File: config.mk
export PLATFORM = sky130hd
export DESIGN_NAME = cfg_alias_bank
export DESIGN_NICKNAME = d
export VERILOG_FILES = /design/src/rtl/cfg_alias_pkg.sv /design/src/rtl/cfg_alias_decode.sv /design/src/rtl/cfg_alias_lock.sv /design/src/rtl/cfg_alias_store.sv /design/src/rtl/cfg_alias_rdmux.sv /design/src/rtl/cfg_alias_bank.sv
export SDC_FILE = /design/constraint.sdc
export NUM_CORES = 1
export LEC_CHECK = 0
export ABC_AREA = 0
export CORE_MARGIN = 3
export CORE_UTILIZATION = 21
export DETAILED_ROUTE_END_ITERATION = 10
export GPL_ROUTABILITY_DRIVEN = 0
export PLACE_DENSITY_LB_ADDON = 0.15
export SYNTH_ARGS = -nofsm -noshare
export SYNTH_HDL_FRONTEND = slang
export SYNTH_HIERARCHICAL = 1
export SYNTH_SLANG_ARGS = --single-unit
File: constraint.sdc
create_clock -name clk -period 2.05 [get_ports clk]
set_input_delay 0.205 -clock clk [delete_from_list [all_inputs] [get_ports clk]]
set_output_delay 0.205 -clock clk [all_outputs]
set_load 0.01 [all_outputs]
File: src/rtl/cfg_alias_pkg.sv
package cfg_alias_pkg;

    // bit positions decoded by the control register users
    localparam int OPEN_BIT  = 0;
    localparam int GUARD_BIT = 2;
    localparam int SHARED_BIT = 0;

    typedef struct packed {
        logic shared;
        logic rd_open;
        logic wr_guard;
    } cfg_state_t;

    localparam cfg_state_t CFG_RESET = '{shared: 1'b1, rd_open: 1'b1, wr_guard: 1'b1};

    typedef struct packed {
        logic alias_hit;
        logic ctrl_hit;
        logic main_hit;
    } cfg_sel_t;

endpackage

File: src/rtl/cfg_alias_decode.sv
module cfg_alias_decode
    import cfg_alias_pkg::*;
#(
    parameter int          ADDR_W    = 8,
    parameter logic [31:0] BASE_ADDR = 32'h0,
    parameter logic [31:0] ALIAS_OFF = 32'h0,
    parameter logic [31:0] CTRL_OFF  = 32'h4,
    parameter logic [31:0] MAIN_OFF  = 32'h8
) (
    input  logic [ADDR_W-1:0] addr,
    input  logic              wr_stb,
    input  logic              rd_stb,
    output cfg_sel_t          wr_sel,
    output cfg_sel_t          rd_sel
);
    localparam logic [31:0] ALIAS_FULL = BASE_ADDR + ALIAS_OFF;
    localparam logic [31:0] CTRL_FULL  = BASE_ADDR + CTRL_OFF;
    localparam logic [31:0] MAIN_FULL  = BASE_ADDR + MAIN_OFF;
    localparam logic [ADDR_W-1:0] ALIAS_A = ALIAS_FULL[ADDR_W-1:0];
    localparam logic [ADDR_W-1:0] CTRL_A  = CTRL_FULL[ADDR_W-1:0];
    localparam logic [ADDR_W-1:0] MAIN_A  = MAIN_FULL[ADDR_W-1:0];

    cfg_sel_t hit;

    always_comb begin
        hit.alias_hit = (addr == ALIAS_A);
        hit.ctrl_hit  = (addr == CTRL_A);
        hit.main_hit  = (addr == MAIN_A);
    end

    always_comb begin
        wr_sel = hit & {3{wr_stb}};
        rd_sel = hit & {3{rd_stb}};
    end
endmodule

File: src/rtl/cfg_alias_lock.sv
module cfg_alias_lock
    import cfg_alias_pkg::*;
#(
    parameter bit EXT_LOCK_EN = 1'b1
) (
    input  cfg_state_t st_q,
    input  logic       ext_wr_lock,
    output logic       wr_lock,
    output logic       rd_lock
);
    logic ext_term;

    generate
        if (EXT_LOCK_EN) begin : g_ext
            assign ext_term = ext_wr_lock;
        end else begin : g_no_ext
            logic unused_ext;
            assign unused_ext = ext_wr_lock;
            assign ext_term   = 1'b0;
        end
    endgenerate

    always_comb begin
        wr_lock = st_q.wr_guard | ext_term;
        rd_lock = ~st_q.rd_open;
    end
endmodule

File: src/rtl/cfg_alias_store.sv
module cfg_alias_store
    import cfg_alias_pkg::*;
#(
    parameter int DATA_W = 32
) (
    input  logic              clk,
    input  logic              rst_n,
    input  cfg_sel_t          wr_sel,
    input  logic              wr_lock,
    input  logic [DATA_W-1:0] wdata,
    output cfg_state_t        st_q
);
    cfg_state_t st_d;

    always_comb begin
        st_d = st_q;
        if (wr_sel.main_hit) begin
            st_d.shared = wdata[SHARED_BIT];
        end else if (wr_sel.alias_hit && !wr_lock) begin
            st_d.shared = wdata[SHARED_BIT];
        end
        if (wr_sel.ctrl_hit) begin
            st_d.rd_open  = wdata[OPEN_BIT];
            st_d.wr_guard = wdata[GUARD_BIT];
        end
    end

    always_ff @(posedge clk) begin
        if (!rst_n) st_q <= CFG_RESET;
        else        st_q <= st_d;
    end
endmodule

File: src/rtl/cfg_alias_rdmux.sv
module cfg_alias_rdmux
    import cfg_alias_pkg::*;
#(
    parameter int DATA_W = 32
) (
    input  cfg_sel_t          rd_sel,
    input  cfg_state_t        st_q,
    input  logic              rd_lock,
    output logic [DATA_W-1:0] rdata
);
    always_comb begin
        rdata = '0;
        if (rd_sel.main_hit) begin
            rdata[SHARED_BIT] = st_q.shared;
        end
        if (rd_sel.alias_hit) begin
            rdata[SHARED_BIT] = st_q.shared & ~rd_lock;
        end
        if (rd_sel.ctrl_hit) begin
            rdata[OPEN_BIT]  = st_q.rd_open;
            rdata[GUARD_BIT] = st_q.wr_guard;
        end
    end
endmodule

File: src/rtl/cfg_alias_bank.sv
module cfg_alias_bank
    import cfg_alias_pkg::*;
#(
    parameter int          ADDR_W      = 8,
    parameter int          DATA_W      = 32,
    parameter logic [31:0] BASE_ADDR   = 32'h0,
    parameter logic [31:0] ALIAS_OFF   = 32'h0,
    parameter logic [31:0] CTRL_OFF    = 32'h4,
    parameter logic [31:0] MAIN_OFF    = 32'h8,
    parameter bit          EXT_LOCK_EN = 1'b1
) (
    input  logic              clk,
    input  logic              rst_n,
    input  logic [ADDR_W-1:0] bus_addr,
    input  logic [DATA_W-1:0] bus_wdata,
    input  logic              bus_wr,
    input  logic              bus_rd,
    output logic [DATA_W-1:0] bus_rdata,
    input  logic              ext_wr_lock,
    output logic              hw_shared,
    output logic              hw_rd_open,
    output logic              hw_wr_guard
);
    cfg_sel_t   wr_sel;
    cfg_sel_t   rd_sel;
    cfg_state_t st_q;
    logic       wr_lock;
    logic       rd_lock;

    cfg_alias_decode #(
        .ADDR_W(ADDR_W), .BASE_ADDR(BASE_ADDR),
        .ALIAS_OFF(ALIAS_OFF), .CTRL_OFF(CTRL_OFF), .MAIN_OFF(MAIN_OFF)
    ) u_decode (
        .addr(bus_addr), .wr_stb(bus_wr), .rd_stb(bus_rd),
        .wr_sel(wr_sel), .rd_sel(rd_sel)
    );

    cfg_alias_lock #(.EXT_LOCK_EN(EXT_LOCK_EN)) u_lock (
        .st_q(st_q), .ext_wr_lock(ext_wr_lock),
        .wr_lock(wr_lock), .rd_lock(rd_lock)
    );

    cfg_alias_store #(.DATA_W(DATA_W)) u_store (
        .clk(clk), .rst_n(rst_n), .wr_sel(wr_sel), .wr_lock(wr_lock),
        .wdata(bus_wdata), .st_q(st_q)
    );

    cfg_alias_rdmux #(.DATA_W(DATA_W)) u_rdmux (
        .rd_sel(rd_sel), .st_q(st_q), .rd_lock(rd_lock), .rdata(bus_rdata)
    );

    assign hw_shared   = st_q.shared;
    assign hw_rd_open  = st_q.rd_open;
    assign hw_wr_guard = st_q.wr_guard;
endmodule

== After elaboration in Yosys (flattened, before gate mapping) ==
Cells that the tools add are included.

* Word-level logic and storage cells: 19
* Register bits: 3

* Bitwise logic cells: 4
* Muxes and demuxes: 6
* Reductions and logical operators: 4
* Eq/ne operators: 2

{| class="wikitable"
|+ Operators by type and width
! operator !! count
|-
| 8-bit by 3-bit equality test with 1-bit output (second input constant) || 1
|-
| 8-bit by 4-bit equality test with 1-bit output (second input constant) || 1
|-
| 8-bit zero test || 1
|-
| 3-bit bitwise AND || 2
|-
| 1-bit 2-to-1 mux || 6
|-
| 2-bit nonzero test || 1
|-
| 1-bit bitwise AND || 1
|-
| 1-bit logical AND || 1
|-
| 1-bit zero test || 1
|-
| 1-bit bitwise OR || 1
|}

== Depth between registers and ports, before layout ==
* Word-level depth: 5
* Depth in mapped cells: 6
* Depth with buffers taken out: 5

== Modules after synthesis ==
The synthesis kept the hierarchy.

{| class="wikitable"
|+ By module, submodules not included
! module !! area each (um^2) !! cells an instance !! times used
|-
| cfg_alias_rdmux || 270.3 || 37 || 1
|-
| cfg_alias_store || 118.9 || 11 || 1
|-
| cfg_alias_decode || 76.3 || 14 || 1
|-
| cfg_alias_lock || 10.0 || 2 || 1
|}

== Worst setup path before layout ==
OpenSTA, ideal clock, no wires.

* Path kind: input to output
* Start: input port bus_addr[1]
* End: output port bus_rdata[0]
* Setup slack: 0.342 ns
* Arrival: 1.503 ns
* Stages: 6
* Buffers on the path: 1
* Cells stage by stage: or4_1 > clkbuf_2 > nor4_1 > nor2b_1 > o21ai_2 > o21ai_2

{| class="wikitable"
|+ RTL lines
! item !! line !! source
|-
| start: declaration || cfg_alias_bank.sv:14 || <nowiki>input logic [ADDR_W-1:0] bus_addr,</nowiki>
|-
| end: declaration || cfg_alias_bank.sv:18 || <nowiki>output logic [DATA_W-1:0] bus_rdata,</nowiki>
|}

==> results.json <==
{
  "cts.htree.levels": 1,
  "crit_fanout": 5,
  "top_regs": "u_store/st_q (3)",
  "layout_common_cells": "conb_1, clkdlybuf4s50_1, buf_4",
  "synth.ff_latch_count": 3,
  "clock_latency_ps": 230,
  "slew_violations": 0,
  "dp_hpwl_microns": 818,
  "multiInputGateArea_sq_um": 314,
  "avgViaCountPerCell": 3.45,
  "cts_tree": "built",
  "p_leak_nw": 0.359,
  "yosys_warnings": 6,
  "cts.hold.buffers_added": 0,
  "vias": 411,
  "holdCritPathClass": "in -> reg",
  "finalHoldViolCount": 0,
  "fin_crit_ps": 2000,
  "post_cts.repair.setup_buffers": 0,
  "grt_pass1_vias": 363,
  "fmax_mhz": 500,
  "grt_max_degree": 6,
  "max-vdd-ir-drop_uv": 430,
  "cts_buffers": 3,
  "drive_above_1_share": 0.228,
  "wirelength_microns": 993,
  "cp_common_cell": "o21ai_2",
  "cp_slowest_stage_delay_ps": 550,
  "antenna_found_initial": 0,
  "cap_violations": 0,
  "clk_pin_slew_ps": 30,
  "setup_viol": 0,
  "arrival_ps": 1790,
  "tns_ps": 0,
  "die_h_microns": 53.6,
  "drt_iter0_drc": 2,
  "critical_path_class": "in -> out",
  "syn-instance-count": 64,
  "netlist_area_sq_um": 475,
  "diodes": 0,
  "top_register": "u_store/st_q",
  "grt_pass1_wl_mm": 1.49,
  "coreArea_sq_mm": 0.00204,
  "cp-end-kind": "primary output",
  "status": "finished clean",
  "fin_nets": 138,
  "grt_usage": 0.0702,
  "syn_area_per_cell_sq_um": 7.43,
  "whs_ps": 519,
  "antenna_left": 0,
  "final_common_cell": "conb_1",
  "cp_cell_sequence": "dlygate4sd2_1 > or4_4 > buf_4 > nor3_1 > and2b_1 > o21ai_2 > o21ai_2 > buf_2",
  "finalCritPeriodShare": 0.975,
  "fp-row-count": 16,
  "cts.path.max_buffers": 2,
  "area_growth_pct": 45.3,
  "overflow": 0,
  "powerDensity_mw_per_mm2": 329,
  "start_kind": "primary input",
  "register_area_sq_um": 60.1,
  "fp.dieW_microns": 53.6,
  "critical_path_required_ps": 1850,
  "rsz0062_at_grt": "no",
  "yosysSeqAreaShare": 0.126,
  "drc": 0,
  "routedWlPerCell_microns": 8.34,
  "start_util": 0.233,
  "pin_count": 80,
  "skew_ps": 3.16,
  "largest_reg_flops": 3,
  "nFillCells": 223,
  "firstDrtPassIters": 2,
  "cpMaxStageDelayCell": "or4_4",
  "yosysUniqueCellTypes": 20,
  "io_buffer_count": 19,
  "clock_sinks": 3,
  "die-area_sq_mm": 0.00287,
  "cts.root.buffer_cell": "clkbuf_4"
}
-- where the power goes --
part           internal [W]  switching [W]  total [W]
sequential        0.0000588    0.000000100  0.0000589
combinational     0.0000281      0.0000388  0.0000669
clock             0.0000728      0.0000288   0.000102
-- worst paths after layout --
path | start | end | slack (ps) | cells past startpoint
worst max-delay path | bus_addr[4] | bus_rdata[0] | 50 | 8
worst min-delay path | rst_n | u_store/st_q[0] | 520 | 2
worst min register to register | u_store/st_q[2] | u_store/st_q[2] | 540 | 2
worst max register to register | u_store/st_q[0] | u_store/st_q[2] | 1110 | 4
-- metrics by stage --
stage          setup slack, ps  instances  total power (W)  cell area [sq um]   util
2_1_floorplan              342         93         0.000132                584      -
3_3_place_gp              -519        115         0.000124                631  0.309
3_5_place_dp              -541        115         0.000124                631  0.309
4_1_cts                   17.0        119         0.000230                678  0.332
5_1_grt                  0.237        119         0.000250                691  0.338
6_report                  51.7        119         0.000227                691  0.338
-- cells by family after synthesis --
family          share of synthesized area
flops                               0.126
mux                                0.0421
compound gates                     0.0658
buf+inv                             0.516
simple gates                        0.242
other cells                       0.00789
-- worst max-delay path: cells and delay by family --
family	cells	cell delay [ps]
AND/OR/NAND/NOR	3	870
buffers and inverters	3	540
AO/OA/AOI/OAI	2	180
-- metal layers --
layer,track usage,share of wire,vias to the layer above
met3,0.0305,0.12,0
met5,0,0,-
met2,0.110,0.49,26
li1,-,-,202
met4,0.0255,0,0
met1,0.0846,0.39,183
-- timing repair --
| item | 4_1_cts | 5_1_grt |
|---|---|---|
| resized for setup | 17 | 4 |
| pin swaps | 4 | 3 |
| gates cloned | 0 | 0 |
| setup endpoints to repair | 2 | 1 |
| hold endpoints to repair | 0 | 0 |
-- cell usage after synthesis, drive strengths merged --
| library cell | number | area share |
|---|---|---|
| or4b | 1 | 0.021 |
| and2b | 1 | 0.016 |
| clkbuf | 1 | 0.011 |
| o21ai | 3 | 0.047 |
| mux2i | 2 | 0.042 |
| or4 | 1 | 0.016 |
| o311ai | 1 | 0.018 |
| dfxtp | 3 | 0.13 |
| buf | 30 | 0.47 |
| nand2 | 5 | 0.039 |
| inv | 4 | 0.032 |
| or2 | 1 | 0.013 |
| nor2b | 2 | 0.042 |
| nor3 | 4 | 0.042 |
| conb | 1 | 0.0079 |
| nor4 | 2 | 0.026 |
| and2 | 1 | 0.013 |
| or3 | 1 | 0.013 |
-- final cells by class --
cell class	count	share of cell area
multi-input cells	55	0.455
well taps	27	0.0489
repair buffers	26	0.350
inverters	4	0.0217
flip-flops and latches	3	0.0870
clock buffers	4	0.0380
No activity file was read; power rests on OpenSTA's default activity.
